--- src/rtl/tpc_pkg.sv ---
// Package tpc_pkg
// Shared constants and helpers for the tone-pair classifier: the nominal
// frequency table, the acceptance window bounds (in summed reference-clock
// cycles) and the keypad code map. All functions are usable at elaboration.
package tpc_pkg;

    // Nominal tone frequency of one band member, in Hz.
    function automatic longint unsigned nominal_hz(input bit high_band, input int unsigned idx);
        longint unsigned f;
        if (high_band) begin
            case (idx)
                0:       f = 64'd1209;
                1:       f = 64'd1336;
                2:       f = 64'd1477;
                default: f = 64'd1633;
            endcase
        end else begin
            case (idx)
                0:       f = 64'd697;
                1:       f = 64'd770;
                2:       f = 64'd852;
                default: f = 64'd941;
            endcase
        end
        return f;
    endfunction

    // Smallest accepted sum of navg periods (tone at +tol_bp basis points).
    function automatic longint unsigned window_lo(input longint unsigned ref_hz,
                                                  input longint unsigned f_hz,
                                                  input longint unsigned navg,
                                                  input longint unsigned tol_bp);
        longint unsigned num;
        longint unsigned den;
        num = navg * ref_hz * 64'd10000;
        den = f_hz * (64'd10000 + tol_bp);
        return (num + den - 64'd1) / den;
    endfunction

    // Largest accepted sum of navg periods (tone at -tol_bp basis points).
    function automatic longint unsigned window_hi(input longint unsigned ref_hz,
                                                  input longint unsigned f_hz,
                                                  input longint unsigned navg,
                                                  input longint unsigned tol_bp);
        longint unsigned num;
        longint unsigned den;
        num = navg * ref_hz * 64'd10000;
        den = f_hz * (64'd10000 - tol_bp);
        return num / den;
    endfunction

    // Keypad code of a (row, column) pair.
    function automatic logic [3:0] key_code(input logic [1:0] row, input logic [1:0] col);
        logic [3:0] c;
        if (col == 2'd3) begin
            c = 4'({2'b00, row} + 4'd13);
        end else if (row != 2'd3) begin
            c = 4'({2'b00, row} * 4'd3 + {2'b00, col} + 4'd1);
        end else begin
            case (col)
                2'd0:    c = 4'd11;
                2'd1:    c = 4'd10;
                default: c = 4'd12;
            endcase
        end
        return c;
    endfunction

endpackage

--- src/rtl/tpc_edge_sync.sv ---
// Module tpc_edge_sync
// Brings an asynchronous squared tone into the clock domain with a
// STAGES-deep flop chain and emits a one-cycle pulse on each rising edge.
// Assumes the input stays high and low for several clock cycles each.
module tpc_edge_sync #(
    parameter int STAGES = 2
) (
    input  logic clk,
    input  logic rst_n,
    input  logic sq_in,
    output logic rise
);

    logic [STAGES-1:0] chain;
    logic              last;

    // Shift the input through the synchroniser and keep the prior value.
    always_ff @(posedge clk) begin
        if (!rst_n) begin
            chain <= '0;
            last  <= 1'b0;
        end else begin
            chain <= {chain[STAGES-2:0], sq_in};
            last  <= chain[STAGES-1];
        end
    end

    assign rise = chain[STAGES-1] & ~last;

endmodule

--- src/rtl/tpc_period_meter.sv ---
// Module tpc_period_meter
// Sums NAVG consecutive periods between rising-edge pulses and emits the
// sum with a one-cycle strobe. The first edge after reset or a timeout only
// opens a window. TIMEOUT cycles without an edge close the window and raise
// tmo_stb. Assumes SUM_W can hold NAVG*TIMEOUT.
module tpc_period_meter #(
    parameter int NAVG    = 4,
    parameter int TIMEOUT = 8192,
    parameter int SUM_W   = 16
) (
    input  logic             clk,
    input  logic             rst_n,
    input  logic             rise,
    output logic             meas_stb,
    output logic [SUM_W-1:0] meas_sum,
    output logic             tmo_stb
);

    localparam int IDLE_W = $clog2(TIMEOUT + 1);
    localparam int EDGE_W = $clog2(NAVG + 1);

    logic              armed;
    logic [EDGE_W-1:0] edge_cnt;
    logic [SUM_W-1:0]  sum;
    logic [IDLE_W-1:0] idle;

    // Window accounting: accumulate cycles, count edges, detect silence.
    always_ff @(posedge clk) begin
        if (!rst_n) begin
            armed    <= 1'b0;
            edge_cnt <= '0;
            sum      <= '0;
            idle     <= '0;
            meas_stb <= 1'b0;
            meas_sum <= '0;
            tmo_stb  <= 1'b0;
        end else begin
            meas_stb <= 1'b0;
            tmo_stb  <= 1'b0;
            if (rise) begin
                idle <= '0;
                if (!armed) begin
                    armed    <= 1'b1;
                    sum      <= SUM_W'(1);
                    edge_cnt <= '0;
                end else if (edge_cnt == EDGE_W'(NAVG - 1)) begin
                    meas_stb <= 1'b1;
                    meas_sum <= sum;
                    sum      <= SUM_W'(1);
                    edge_cnt <= '0;
                end else begin
                    edge_cnt <= edge_cnt + 1'b1;
                    sum      <= sum + 1'b1;
                end
            end else if (armed) begin
                if (idle == IDLE_W'(TIMEOUT - 1)) begin
                    armed    <= 1'b0;
                    tmo_stb  <= 1'b1;
                    idle     <= '0;
                    sum      <= '0;
                    edge_cnt <= '0;
                end else begin
                    idle <= idle + 1'b1;
                    sum  <= sum + 1'b1;
                end
            end
        end
    end

endmodule

--- src/rtl/tpc_group_classifier.sv ---
// Module tpc_group_classifier
// Compares each summed measurement of one band with the four acceptance
// windows of that band. The band becomes valid once CONFIRM consecutive
// measurements pick the same nominal. A miss or a timeout clears it.
// Assumes the windows of one band do not overlap (true for ±1.5 %).
module tpc_group_classifier #(
    parameter bit HIGH_BAND = 1'b0,
    parameter int REF_HZ    = 3579545,
    parameter int NAVG      = 4,
    parameter int TOL_BP    = 150,
    parameter int CONFIRM   = 2,
    parameter int SUM_W     = 16
) (
    input  logic             clk,
    input  logic             rst_n,
    input  logic             meas_stb,
    input  logic [SUM_W-1:0] meas_sum,
    input  logic             tmo_stb,
    output logic             grp_valid,
    output logic [1:0]       grp_idx
);

    localparam int RUN_W = $clog2(CONFIRM + 1);

    logic [63:0]      sum_ext;
    logic [3:0]       hit;
    logic [1:0]       idx_now;
    logic [1:0]       cand;
    logic [RUN_W-1:0] run;

    assign sum_ext = 64'(meas_sum);

    // One window comparator per nominal frequency of this band.
    for (genvar i = 0; i < 4; i++) begin : g_win
        localparam longint unsigned FNOM = tpc_pkg::nominal_hz(HIGH_BAND, i);
        localparam longint unsigned LO   = tpc_pkg::window_lo(64'(REF_HZ), FNOM, 64'(NAVG), 64'(TOL_BP));
        localparam longint unsigned HI   = tpc_pkg::window_hi(64'(REF_HZ), FNOM, 64'(NAVG), 64'(TOL_BP));
        assign hit[i] = (sum_ext >= LO) && (sum_ext <= HI);
    end

    // Encode the (at most one) matching window.
    always_comb begin
        idx_now = 2'd0;
        for (int i = 0; i < 4; i++) begin
            if (hit[i]) idx_now = 2'(i);
        end
    end

    // Track how many consecutive measurements agreed on one nominal.
    always_ff @(posedge clk) begin
        if (!rst_n) begin
            run  <= '0;
            cand <= 2'd0;
        end else if (tmo_stb) begin
            run <= '0;
        end else if (meas_stb) begin
            if (hit == 4'd0) begin
                run <= '0;
            end else if (run != '0 && idx_now == cand) begin
                if (run != RUN_W'(CONFIRM)) run <= run + 1'b1;
            end else begin
                cand <= idx_now;
                run  <= RUN_W'(1);
            end
        end
    end

    assign grp_valid = (run == RUN_W'(CONFIRM));
    assign grp_idx   = cand;

endmodule

--- src/rtl/tone_pair_classifier.sv ---
// Module tone_pair_classifier
// Top level: one synchroniser, period meter and classifier per band. A
// registered output stage reports a pair when both bands are valid and the
// column inhibit does not mask it. Assumes clk is the counting reference
// of REF_HZ and TIMEOUT exceeds the slowest accepted period.
module tone_pair_classifier #(
    parameter int REF_HZ  = 3579545,
    parameter int NAVG    = 4,
    parameter int TIMEOUT = 8192,
    parameter int TOL_BP  = 150,
    parameter int CONFIRM = 2
) (
    input  logic       clk,
    input  logic       rst_n,
    input  logic       low_sq,
    input  logic       high_sq,
    input  logic       inhibit_col4,
    output logic       tone_present,
    output logic [3:0] tone_code
);

    localparam int SUM_W = $clog2(NAVG * TIMEOUT + 1);

    logic [1:0]       sq_in;
    logic [1:0]       rise;
    logic [1:0]       meas_stb;
    logic [1:0]       tmo_stb;
    logic [1:0]       grp_valid;
    logic [SUM_W-1:0] meas_sum [2];
    logic [1:0]       grp_idx  [2];
    logic             present_nxt;
    logic [3:0]       code_nxt;

    assign sq_in = {high_sq, low_sq};

    // Band 0 is the low band, band 1 the high band.
    for (genvar g = 0; g < 2; g++) begin : g_band
        tpc_edge_sync #(.STAGES(2)) sync_i (
            .clk   (clk),
            .rst_n (rst_n),
            .sq_in (sq_in[g]),
            .rise  (rise[g])
        );

        tpc_period_meter #(
            .NAVG    (NAVG),
            .TIMEOUT (TIMEOUT),
            .SUM_W   (SUM_W)
        ) meter_i (
            .clk      (clk),
            .rst_n    (rst_n),
            .rise     (rise[g]),
            .meas_stb (meas_stb[g]),
            .meas_sum (meas_sum[g]),
            .tmo_stb  (tmo_stb[g])
        );

        tpc_group_classifier #(
            .HIGH_BAND (g == 1),
            .REF_HZ    (REF_HZ),
            .NAVG      (NAVG),
            .TOL_BP    (TOL_BP),
            .CONFIRM   (CONFIRM),
            .SUM_W     (SUM_W)
        ) class_i (
            .clk       (clk),
            .rst_n     (rst_n),
            .meas_stb  (meas_stb[g]),
            .meas_sum  (meas_sum[g]),
            .tmo_stb   (tmo_stb[g]),
            .grp_valid (grp_valid[g]),
            .grp_idx   (grp_idx[g])
        );
    end

    // Combine the bands and apply the column inhibit.
    always_comb begin
        present_nxt = (&grp_valid) && !(inhibit_col4 && grp_idx[1] == 2'd3);
        code_nxt    = present_nxt ? tpc_pkg::key_code(grp_idx[0], grp_idx[1]) : 4'd0;
    end

    // Register the reported pair.
    always_ff @(posedge clk) begin
        if (!rst_n) begin
            tone_present <= 1'b0;
            tone_code    <= 4'd0;
        end else begin
            tone_present <= present_nxt;
            tone_code    <= code_nxt;
        end
    end

endmodule

--- config.mk ---
export PLATFORM = sky130hd
export DESIGN_NAME = tone_pair_classifier
export DESIGN_NICKNAME = d
export VERILOG_FILES = /design/src/rtl/tpc_pkg.sv /design/src/rtl/tpc_edge_sync.sv /design/src/rtl/tpc_period_meter.sv /design/src/rtl/tpc_group_classifier.sv /design/src/rtl/tone_pair_classifier.sv
export SDC_FILE = /design/constraint.sdc
export NUM_CORES = 1
export LEC_CHECK = 0
export BUFFER_PORTS_ARGS = -buffer_cell sky130_fd_sc_hd__clkbuf_2
export CORE_ASPECT_RATIO = 0.6
export CORE_MARGIN = 2
export CORE_UTILIZATION = 60
export DETAILED_ROUTE_END_ITERATION = 7
export PLACE_DENSITY = 0.77
export SLEW_MARGIN = 0
export SYNTH_ARGS = -nofsm -noshare
export SYNTH_HDL_FRONTEND = slang
export SYNTH_HIERARCHICAL = 1
export SYNTH_SLANG_ARGS = --single-unit
--- constraint.sdc ---
create_clock -name clk -period 4.19 [get_ports clk]
set_input_delay 0.2095 -clock clk [delete_from_list [all_inputs] [get_ports clk]]
set_output_delay 0.2095 -clock clk [all_outputs]
set_load 0.01 [all_outputs]
# After elaboration in Yosys (flattened, before gate mapping)
# Cells that the tools add are included.
dict set report totals {
  register_bits 123
  in_bits 5
  output_inout_bits 5
  wordCells 167
}
dict set report op_classes {
  n_addsub 11
  multipliers 1
  order_cmp 16
  eq_ne 15
  mux 47
  bitwise_logic 13
  n_reduce_logical 40
}
# cell count
set ops {}
lappend ops {{two-way mux 16 bit} 10}
lappend ops {{>= comparator 16 x 14 -> 1 bit, second input constant} 5}
lappend ops {{<= comparator 16 x 14 -> 1 bit, second input constant} 5}
lappend ops {{>= comparator 16 x 15 -> 1 bit, second input constant} 3}
lappend ops {{<= comparator 16 x 15 -> 1 bit, second input constant} 3}
lappend ops {{adder 16 x 1 -> 16 bit, second input constant} 2}
lappend ops {{two-way mux 3 bit} 10}
lappend ops {{adder 14 x 1 -> 14 bit, second input constant} 2}
lappend ops {{equality test 14 x 13 -> 1 bit, second input constant} 2}
lappend ops {{two-way mux 14 bit} 2}
lappend ops {{two-way mux 2 bit} 10}
lappend ops {{logical AND 1 bit} 12}
lappend ops {{two-way mux 1 bit} 12}
lappend ops {{AND reduction 2 bit} 6}
lappend ops {{AND reduction 3 bit} 4}
lappend ops {{nonzero test 2 bit} 6}
lappend ops {{NOT 1 bit} 11}
lappend ops {{logical NOT 4 bit} 2}
lappend ops {{two-way mux 4 bit} 2}
lappend ops {{AND reduction 4 bit} 2}
lappend ops {{OR reduction 2 bit} 4}
lappend ops {{adder 3 x 1 -> 3 bit, second input constant} 2}
lappend ops {{equality test 2 bit, second input constant} 3}
lappend ops {{equality test 3 x 2 -> 1 bit, second input constant} 2}
lappend ops {{14 further kinds} 21}

# Logic depth before layout (Yosys ltp)
# Gate-level depths: netlist of the first run.
dict set report depth {
  depth_word 9
  depth_mapped 9
  mapped_depth_nobuf 8
}

# By module
# Netlist of the first run, hierarchy kept.
# module instances cells_each area_each_um2 seq_area_each_um2
set modules_own_cells {}
lappend modules_own_cells {tpc_period_meter 2 256 2250.9 1041.0}
lappend modules_own_cells {{tpc_group_classifier (g_band[0].class_i)} 1 83 651.9 80.1}
lappend modules_own_cells {{tpc_group_classifier (g_band[1].class_i)} 1 78 576.8 80.1}
lappend modules_own_cells {tone_pair_classifier 1 32 354.1 100.1}
lappend modules_own_cells {tpc_edge_sync 2 7 92.6 60.1}

# Worst setup path after synthesis of the first run
# OpenSTA, ideal clock, no wires.
dict set report synth_path {
  path_type {register to register}
  start {register g_band[1].meter_i.meas_sum[13]}
  end {register g_band[1].class_i.run[1]}
  setup_time_ns 0.101
  t_arrival_ns 2.245
  required_time_ns 4.089
  path_slack_ns 1.844
  path_stages_with_launch 8
  path_buffers 0
  period_less_slack_ns 2.346
  cell_sequence {dfxtp_1 or3b_4 or3_4 o32ai_4 mux2i_1 o41a_1 or3_1 o41ai_1}
}
dict set report synth_between {
  elab_chain_cells 9
  elab_cells_between_ends 22
  classes_between {order compare (8); eq/ne (2); mux (5); reduce/logical (7)}
}
# item line_no
set synth_lines {}
lappend synth_lines {{start: declaration} tpc_period_meter.sv:15} ;# output logic [SUM_W-1:0] meas_sum,
lappend synth_lines {{start signal: assignment} tpc_period_meter.sv:48} ;# meas_sum <= sum;
lappend synth_lines {{>= comparator 16 x 14 -> 1 bit or <= comparator 16 x 14 -> 1 bit (tied branches)} tpc_group_classifier.sv:38} ;# assign hit[i] = (sum_ext >= LO) && (sum_ext <= HI);
lappend synth_lines {{logical AND 1 bit} tpc_group_classifier.sv:38}
lappend synth_lines {{two-way mux 1 bit} tpc_group_classifier.sv:45} ;# if (hit[i]) idx_now = 2'(i);
lappend synth_lines {{two-way mux 2 bit (2 in series)} tpc_group_classifier.sv:45}
lappend synth_lines {{equality test 2 bit} tpc_group_classifier.sv:59} ;# end else if (run != '0 && idx_now == cand) begin
lappend synth_lines {{logical AND 1 bit} tpc_group_classifier.sv:59}
lappend synth_lines {{inequality test 3 x 2 -> 1 bit (no source line) or two-way mux 2 bit (tied branches)} -}
lappend synth_lines {{AND reduction 2 bit (no source line) or two-way mux 2 bit (tied branches)} -}
lappend synth_lines {{end signal: assignment} tpc_group_classifier.sv:60} ;# if (run != RUN_W'(CONFIRM)) run <= run + 1'b1;
lappend synth_lines {{end: declaration} tpc_group_classifier.sv:29} ;# logic [RUN_W-1:0] run;
# Parallel ways exist; a longest one is shown, timed or not.
# A chain may end at the register's enable or synchronous reset.

# Worst setup path after layout of the first run
dict set report layout_path {
  start {register g_band[1].meter_i.meas_sum[4]}
  end {register g_band[1].class_i.run[1]}
}
# Same word-level chain as after synthesis.

==> results.cfg, run 1 <==
[power_and_ir_drop]
swShare_pct = 20.1
p_comb_share_pct = 1.8
pwr-share-seq_pct = 42.3
vdd_drop_max_uv = 334
p_leak_nw = 2.51
p_int_mw = 2.25
p_per_area_mw_per_mm2 = 401
power.switching_mw = 0.566
finalPower_mw = 2.81
pwr-share-clk_pct = 55.9

[drt]
ant_nets = 0
drt-vias-per-instance = 6.06
vias = 5281
drc = 0
drt-total-wl_um = 13700
first_pass_iters = 5
initialDrtViolationCount = 419
avgRoutedWirePerCell_um = 15.7

[placed_design]
post-place-ws_ps = 1710
dp_hpwl_um = 9330
place.port_buffers = 9
gp_congestion = 0.919

[synth]
yosysMostFrequentCell = dfxtp_1
synth_edf_count = 0
synth-compound-area-share_pct = 19.8
netlist_area_mm2 = 0.00627
synthAdderAreaFrac_pct = 3.43
synth_top_cell_by_area = dfxtp_1
yosys_warnings = 6
synth_cell_types = 77
syn-instance-count = 719
yosysSeqAreaShare_pct = 39.3
synth_top_family_by_area = simple AND/OR/NAND/NOR gates
ys_ff_latch = 123
synthSimpleGateAreaFrac_pct = 26.6
synth-xor-area-share_pct = 6.84
synthTopCellsByArea = dfxtp_1, nand2_1, xnor2_1
synthMuxAreaShare_pct = 0.679
avgSynthCellArea_um2 = 8.72
yosys-top-cells-count = dfxtp_1, nand2_1, nor2_1, a21boi_0, xnor2_1
post-synth-top-area-fraction_pct = 39.3
synthFlopType = dfxtp_1
synth_fp_nets = 740
async_flop_share_pct = 0

[sta]
hold_violations = 0
slew_headroom_pct = 43.9
slew_violations = 0
fmax_ghz = 0.394
finalHoldWorstSlack_ps = 30.3
setup_slack_ps = 1650
finClkSkew_ps = 9.45
worst_pin_slew_ps = 842
rsz0062_at_grt = false
fin_crit_sh_pct = 60.6
fin_crit_ps = 2540
tns_ps = 0
finalSetupViolCount = 0

[worst_setup_path]
start_kind = register
critPathSlowestCell = a2111oi_0
crit_type = register to register
rr_endpoint = g_band[1].class_i/run[1]
cp.arrival_ps = 2840
critPathCaptureType = register
r2r_slack_ps = 1650
cp_data_required_time_ps = 4490
r2r_cells = 8
path_max_fanout = 7
r2r_start = g_band[1].meter_i/meas_sum[4]
cpPeakStageDelay_ps = 470
cp_cell_sequence = or2_0 > a2111oi_0 > o2111ai_1 > o41ai_2 > mux2i_1 > o41a_1 > or3_1 > o41ai_1

[global_route]
grt_usage_pct = 25.3
gr-total-overflow = 0
grt_pass1_wl_um = 23300
grt_max_degree = 49
grt_pass1_vias = 4846
antenna_found_initial = 0

[finish]
final_nets = 744
syn2layout_area_growth_pct = 11.8
diodes = 0
drive_gt1_share_pct = 10.6

[clock_network]
cts_tree = done
cts-root-buf = clkbuf_16
cts_setup_buffers = 0
cts-buffers-inserted = 17
clk_latency_ps = 410
clock_path_buffers = 2
h-tree-depth = 4
numClockSinks = 123
path_clk_slew_ps = 60

[die]
ioPinCount = 10
rows = 28
die_height_um = 83.2
core_area_mm2 = 0.0100
die_area_mm2 = 0.0113
die_w_um = 136
initial_core_util_pct = 62.6

[min_path]
whs_endpoint = g_band[1].sync_i/chain[0]
hold_class = input port to register
worstHoldPathCells = 2
min-delay-start = high_sq

[job]
maxCapViolations = 0

[status]
outcome = completed
[power by group through the flow]
| stage | Clock (mW) | Combinational [mW] | Sequential, mW |
|---|---|---|---|
| global route | 1.66 | 0.0558 | 1.19 |
| global placement | 0 | 0.0482 | 1.21 |
| floorplan | 0 | 0.0432 | 1.21 |
| CTS | 1.60 | 0.0504 | 1.19 |
| detailed placement | 0 | 0.0495 | 1.21 |
| finish | 1.57 | 0.0510 | 1.19 |
[cells by family after synthesis]
kind of cell	count (synthesis)
buffers and inverters	51
XOR/XNOR	49
AND/OR/NAND/NOR	317
flip-flops	123
multiplexers	4
adder cells (fa/ha/maj)	16
AO/OA/AOI/OAI	159
[final cells by class]
| class | instances | area (um2) |
|---|---|---|
| Inverter | 25 | 93.8 |
| Multi-Input combinational cell | 545 | 3590 |
| Fill cell | 764 | 3010 |
| Clock inverter | 13 | 199 |
| Tap cell | 135 | 169 |
| Sequential cell | 123 | 2460 |
| Clock buffer | 19 | 433 |
| Timing Repair Buffer | 11 | 62.6 |
[through the flow]
stage                     cells  utilization [%]  area (um2)
after floorplan             719                -        6270
after global placement      838             63.6        6370
after detailed placement    838             63.6        6370
after CTS                   871             70.0        7010
after global routing        871             70.0        7010
final                       871             70.0        7010
[placed cells by master, fill, tap and decap left out, types with 4 or more instances in the layout]
cell | netlist | layout
a211o_1 | 4 | 4
a21boi_0 | 35 | 35
a21o_1 | 6 | 6
a21oi_1 | 31 | 31
a22oi_1 | 10 | 10
a31o_2 | 4 | 4
a31oi_1 | 4 | 4
and2_1 | 12 | 12
and3_1 | 11 | 11
bufinv_16 | 0 | 5
clkbuf_16 | 0 | 17
clkbuf_2 | 0 | 9
clkinv_2 | 0 | 5
dfxtp_1 | 123 | 123
ha_1 | 14 | 14
inv_1 | 25 | 25
nand2_1 | 104 | 104
nand2b_1 | 11 | 11
nand3_1 | 25 | 25
nand4_1 | 16 | 16
nand4_2 | 6 | 6
nor2_1 | 54 | 54
nor2b_1 | 7 | 7
nor3_1 | 19 | 19
nor4_1 | 9 | 9
o211a_1 | 5 | 5
o21a_1 | 5 | 5
o21ai_0 | 16 | 16
o41ai_1 | 4 | 4
or3_1 | 10 | 10
xnor2_1 | 32 | 32
xor2_1 | 17 | 17
[layer usage]
metal	global-route usage (%)	routed length (um)	share of wire, %
met1	37.5	7030	51
met2	35.9	5800	42
met3	6.53	703	5.1
met4	8.05	182	1.3
met5	0	0	0
[worst max-delay path by stage]
stage | slack (ps) | to | start
global route | 1490 | g_band[1].class_i/run[1] | g_band[1].meter_i/meas_sum[3]
finish | 1650 | g_band[1].class_i/run[1] | g_band[1].meter_i/meas_sum[4]
detailed placement | 1710 | g_band[1].class_i/run[1] | g_band[1].meter_i/meas_sum[13]
global placement | 1720 | g_band[1].class_i/run[1] | g_band[1].meter_i/meas_sum[3]
CTS | 1690 | g_band[1].class_i/run[1] | g_band[1].meter_i/meas_sum[3]
floorplan | 1840 | g_band[1].class_i/run[1] | g_band[1].meter_i/meas_sum[13]
[critical path, delay by kind of cell (launching register included)]
kind	cells	cell delay, ps
flip-flops	1	360
multiplexers	1	160
AO/OA/AOI/OAI	5	1310
AND/OR/NAND/NOR	2	590
[what timing repair did]
| item | CTS | global route |
|---|---|---|
| endpoints found under the hold margin | 1 | 0 |
| hold buffers | 1 | 0 |
| resized for setup | 0 | 0 |
[flip-flops by register name, indices dropped and copies added, names as in the netlist]
register                 count
g_band.meter_i/meas_sum     32
g_band.meter_i/sum          32
g_band.meter_i/idle         28
g_band.meter_i/edge_cnt      6
g_band.class_i/grp_idx       4
g_band.class_i/run           4
g_band.sync_i/chain          4
tone_code                    4
g_band.meter_i/armed         2
g_band.meter_i/meas_stb      2
g_band.meter_i/tmo_stb       2
g_band.sync_i/last           2
tone_present                 1
(Power assumes the default switching activity.)
==> run 2: changes to the inputs <==
clock period = 2.5 ns   (was 4.19 ns; I/O delays follow)
==> run 2 against run 1 <==
First-iteration DRC count up 25%. Combinational power grew 100%. Final cell count grew 2.0%. Sequential cell count is the same. Non-clock buffer count increased by 19. Sequential power up 67%. Wire length up 6.5%. Utilization grew 1.4 points. Register-to-register slack got worse by 1600 ps. Worst hold slack improved by 15 ps. Critical path depth down 1. Critical path type unchanged.
==> results.cfg, run 2 (synthesis gave the netlist of run 1 again) <==
[worst_setup_path]
rr_endpoint = g_band[1].class_i/run[1]
critPathSlowestCell = or3b_4
r2r_cells = 7
cp.arrival_ps = 2800
crit_family = simple AND/OR/NAND/NOR gates
cp_data_required_time_ps = 2820
cpPeakStageDelay_ps = 420
path_max_fanout = 4
start_kind = register
critPathCaptureType = register
crit_type = register to register
path_buf_inv = 0
cp_cell_sequence = or3b_4 > or3_4 > o32ai_4 > mux2i_1 > o41a_1 > or3_1 > o41ai_2
r2r_start = g_band[1].meter_i/meas_sum[14]
r2r_slack_ps = 20

[drt]
drc = 0
drt-total-wl_um = 14600
avgRoutedWirePerCell_um = 16.5
vias = 5421
initialDrtViolationCount = 523
ant_nets = 0
first_pass_iters = 5
drt-vias-per-instance = 6.10

[global_route]
grt_usage_pct = 26.8
grt_use_met1_pct = 39.1
grt_pass1_vias = 5053
met2_usage_pct = 38.3
grt.busiest_layer = met1
grt_max_degree = 48
antenna_found_initial = 0
gr-total-overflow = 0
grt_use_met3_pct = 6.78
grt_pass1_wl_um = 24400

[clock_network]
h-tree-depth = 4
cts-root-buf = clkbuf_16
cts-buffers-inserted = 17
clk_latency_ps = 420
path_clk_slew_ps = 60
clock_path_buffers = 2
numClockSinks = 123
cts_tree = done

[power_and_ir_drop]
pwr-share-clk_pct = 53.4
p_leak_nw = 2.60
power.switching_mw = 0.915
p_per_area_mw_per_mm2 = 626
swShare_pct = 20.4
vdd_drop_max_uv = 518
pwr-share-seq_pct = 44.4
p_int_mw = 3.57
p_comb_share_pct = 2.3

[sta]
hold_violations = 0
rsz0062_at_grt = true
fin_crit_ps = 2480
worst_pin_slew_ps = 678
slew_violations = 0
finalSetupViolCount = 0
finClkSkew_ps = 10.5
fmax_ghz = 0.403
fin_crit_sh_pct = 99.2
tns_ps = 0
slew_headroom_pct = 54.8
finalHoldWorstSlack_ps = 45.3
setup_slack_ps = 18.8

[finish]
syn2layout_area_growth_pct = 14.1
reg.largest.list = g_band.meter_i/meas_sum: 32 flops, g_band.meter_i/sum: 32 flops, g_band.meter_i/idle: 28 flops
final_core_util_pct = 71.4
final_nets = 763
final_cell_mix = dfxtp_1, nand2_1, nor2_1
layout_commonest_cell = dfxtp_1
diodes = 0
drive_gt1_share_pct = 13.8
final_cell_count_no_fill = 888

[placed_design]
dp_hpwl_um = 9910
gp_congestion = 0.971
dp.cells = 855
post-place-ws_ps = 24.7
place.port_buffers = 9

[min_path]
min-delay-start = rst_n
hold_class = input port to register
worstHoldPathCells = 2
whs_endpoint = g_band[1].sync_i/chain[0]

[die]
rows = 28
die_height_um = 83.2
die_w_um = 136
ioPinCount = 10
initial_core_util_pct = 62.6
die_area_mm2 = 0.0113
core_area_mm2 = 0.0100

[job]
maxCapViolations = 0

[status]
outcome = completed
-- run 2: cell count changes in the layout (fill, tap and decap cells not counted), moves of 2 or more --
cell	previous run	this run
dfxtp_2	0	3
clkbuf_8	0	4
bufinv_16	5	2
dfxtp_1	123	120
a2111oi_2	0	2
buf_4	1	19
a2111oi_0	2	0
-- run 2: metal layers --
layer	wire length, um	vias up
li1	-	2619
met1	7070	2586
met2	6360	189
met3	947	27
met4	237	0
met5	0	-
-- run 2: worst max-delay path by stage --
stage / startpoint / endpoint / cells past startpoint
2_1_floorplan: g_band[1].meter_i/meas_sum[13] / g_band[1].class_i/run[1] / 7
3_3_place_gp: g_band[1].meter_i/meas_sum[13] / g_band[1].class_i/run[1] / 7
3_5_place_dp: g_band[1].meter_i/meas_sum[13] / g_band[1].class_i/run[1] / 7
4_1_cts: g_band[1].meter_i/meas_sum[13] / g_band[1].class_i/run[1] / 7
5_1_grt: g_band[1].meter_i/meas_sum[1] / g_band[1].class_i/run[1] / 8
6_report: g_band[1].meter_i/meas_sum[14] / g_band[1].class_i/run[1] / 7
-- run 2: layout make-up --
cell class                      instances  area, um2
Sequential cell                       123       2470
Fill cell                             764       2870
Tap cell                              135        169
Clock buffer                           22        484
Multi-Input combinational cell        545       3640
Inverter                               25       93.8
Clock inverter                          8       92.6
Timing Repair Buffer                   30        208
-- run 2: timing repair --
item                                    in CTS  in global routing
gates cloned                                 0                  0
pin swaps                                    0                  1
buffers inserted                             0                  1
hold buffers                                 2                  0
endpoints found under the setup margin       2                  5
gates resized for setup                      1                 11
endpoints found under the hold margin        2                  0
-- run 2: per-stage QoR --
stage / area, um2 / total power [mW]
finish: 7150 / 4.48
global route: 7150 / 4.63
CTS: 7100 / 4.52
detailed placement: 6500 / 2.13
global placement: 6500 / 2.12
floorplan: 6270 / 2.10
-- run 2: power by group through the flow --
stage | Combinational (mW) | Sequential, mW | Clock [mW]
after floorplan | 0.0723 | 2.02 | 0
after global placement | 0.0953 | 2.03 | 0
after detailed placement | 0.0977 | 2.03 | 0
after CTS | 0.101 | 1.99 | 2.43
after global routing | 0.112 | 1.99 | 2.53
final | 0.102 | 1.99 | 2.39
-- run 2: worst reg2reg max path: stages, from the launching register on --
cell,delay [ps]
dfxtp_1,330
or3b_4,420
or3_4,400
o32ai_4,290
mux2i_1,120
o41a_1,390
or3_1,380
o41ai_2,60
==> run 3: changes to the inputs <==
CORE_UTILIZATION = 57   (was 60)
PLACE_DENSITY = 0.76   (was 0.77)
clock period = 2.1 ns   (was 2.5 ns; I/O delays follow)
==> run 3 against run 2 <==
The run now ends with negative setup slack left. Highest routed layer unchanged. Design area grew 7.2%. Register-to-register slack lost 310 ps. Final cell count grew 5.5%. Combinational power grew 19%. Worst hold slack gained 90 ps. Clock skew shrank 3.3 ps. Non-clock buffer count grew 43. Maximum frequency grew 3.7%. Clock power grew 27%.
==> results.cfg, run 3 (synthesis gave the netlist of run 1 again) <==
[status]
outcome = finished with violations
violations = negative setup slack

[drt]
drc = 0
drt-vias-per-instance = 5.97
avgRoutedWirePerCell_um = 16.1
vias = 5595
drt-total-wl_um = 15100
initialDrtViolationCount = 478
first_pass_iters = 6
ant_nets = 0

[placed_design]
post-place-ws_ps = -314
gp_congestion = 0.903
dp.cells = 898
placed_cell_area_mm2 = 0.00680
place.port_buffers = 9
dp_hpwl_um = 10400

[worst_setup_path]
critPathCaptureType = register
start_kind = register
crit_type = register to register
cp.arrival_ps = 2700
r2r_start = g_band[1].meter_i/meas_sum[9]
r2r_cells = 8
cpPeakStageDelay_ps = 420
r2r_slack_ps = -290
cp_data_required_time_ps = 2410
path_max_fanout = 6
cp_cell_sequence = nor3b_1 > o21a_1 > a31oi_2 > o32ai_4 > mux2i_1 > o41a_1 > or3_1 > o41ai_1
rr_endpoint = g_band[1].class_i/run[1]
critPathSlowestCell = dfxtp_1

[sta]
fmax_ghz = 0.418
fin_crit_sh_pct = 114
hold_violations = 0
finClkSkew_ps = 7.24
tns_ps = -549
rsz0062_at_grt = true
finalSetupViolCount = 4
fin_crit_ps = 2390
finalHoldWorstSlack_ps = 136
setup_slack_ps = -292
slew_violations = 0
worst_pin_slew_ps = 633
slew_headroom_pct = 57.6

[finish]
final_cell_mix = dfxtp_1, nand2_1, buf_4
final_core_util_pct = 72.1
syn2layout_area_growth_pct = 22.2
drive_gt1_share_pct = 21.3
final_nets = 806
reg.largest.list = g_band.meter_i/meas_sum: 32 flops, g_band.meter_i/sum: 32 flops, g_band.meter_i/idle: 28 flops
diodes = 0
layout_commonest_cell = dfxtp_1
final_cell_count_no_fill = 937
final_area_mm2 = 0.00766

[global_route]
gr-total-overflow = 0
antenna_found_initial = 0
grt_pass1_vias = 5311
grt_usage_pct = 26.5
grt_max_degree = 28
grt_pass1_wl_um = 25600

[clock_network]
cts_tree = done
clk_latency_ps = 420
numClockSinks = 123
path_clk_slew_ps = 60
h-tree-depth = 4
clock_path_buffers = 2
cts-buffers-inserted = 17
cts-root-buf = clkbuf_16

[die]
ioPinCount = 10
die_area_mm2 = 0.0119
core_area_mm2 = 0.0106
die_height_um = 85.2
die_w_um = 139
initial_core_util_pct = 59.0
rows = 29

[min_path]
min-delay-start = inhibit_col4
whs_endpoint = tone_code[2]
hold_class = input port to register
worstHoldPathCells = 4

[power_and_ir_drop]
p_leak_nw = 2.86
vdd_drop_max_uv = 864
p_per_area_mw_per_mm2 = 722
finalPower_mw = 5.53

[job]
maxCapViolations = 0
run 3: cell types whose count changed in the layout (fill, tap and decap cells not counted), sizes merged:
cell / change
buf: +43
bufinv: +1
clkbuf: -2
clkinv: -1
clkinvlp: +1
inv: +3
run 3: critical path: cells and delay by family, from the launching register on:
kind / cells / cell delay, ps
and+or+nand+nor: 2 / 720
muxes: 1 / 110
AOI/OAI and AO/OA: 5 / 1010
DFF: 1 / 420
run 3: final cells by class:
class / instances / area (um2)
clock buffers: 20 / 457
clock inverters: 12 / 163
fillers: 751 / 2970
inverters: 25 / 93.8
multi-input cells: 545 / 3770
flip-flops and latches: 123 / 2470
well taps: 139 / 174
repair buffers: 73 / 538
run 3: layer usage:
layer | wire length (um) | GRT usage (%) | vias up
met5 | 0 | 0 | -
met4 | 255 | 8.17 | 0
met3 | 1090 | 6.21 | 24
met2 | 6470 | 40.2 | 209
met1 | 7270 | 37.6 | 2647
li1 | - | - | 2715
run 3: what timing repair did:
action                                  CTS  global route
buffers inserted                          4             1
endpoints found under the setup margin    6             7
endpoints found under the hold margin     2             0
hold buffers                              2             0
pin swaps                                 9            10
gates resized for setup                  30            14
cloned                                    0             0
run 3: how the worst max path moves through the flow:
stage,start,endpoint,cells after the start
floorplan,g_band[1].meter_i/meas_sum[3],g_band[1].class_i/run[1],8
global placement,g_band[1].meter_i/meas_sum[4],g_band[1].class_i/run[1],8
detailed placement,g_band[1].meter_i/meas_sum[13],g_band[1].class_i/run[1],7
CTS,g_band[1].meter_i/meas_sum[3],g_band[1].class_i/run[1],8
global route,g_band[1].meter_i/meas_sum[9],g_band[1].class_i/run[1],8
finish,g_band[1].meter_i/meas_sum[9],g_band[1].class_i/run[1],8
run 3: power breakdown:
group          total (mW)  internal (mW)  leakage, nW  switching (mW)
logic               0.121         0.0506         1.56          0.0704
clock network        3.04           1.94        0.298            1.10
registers            2.37           2.35        0.996          0.0186
total                5.53           4.34         2.86            1.19
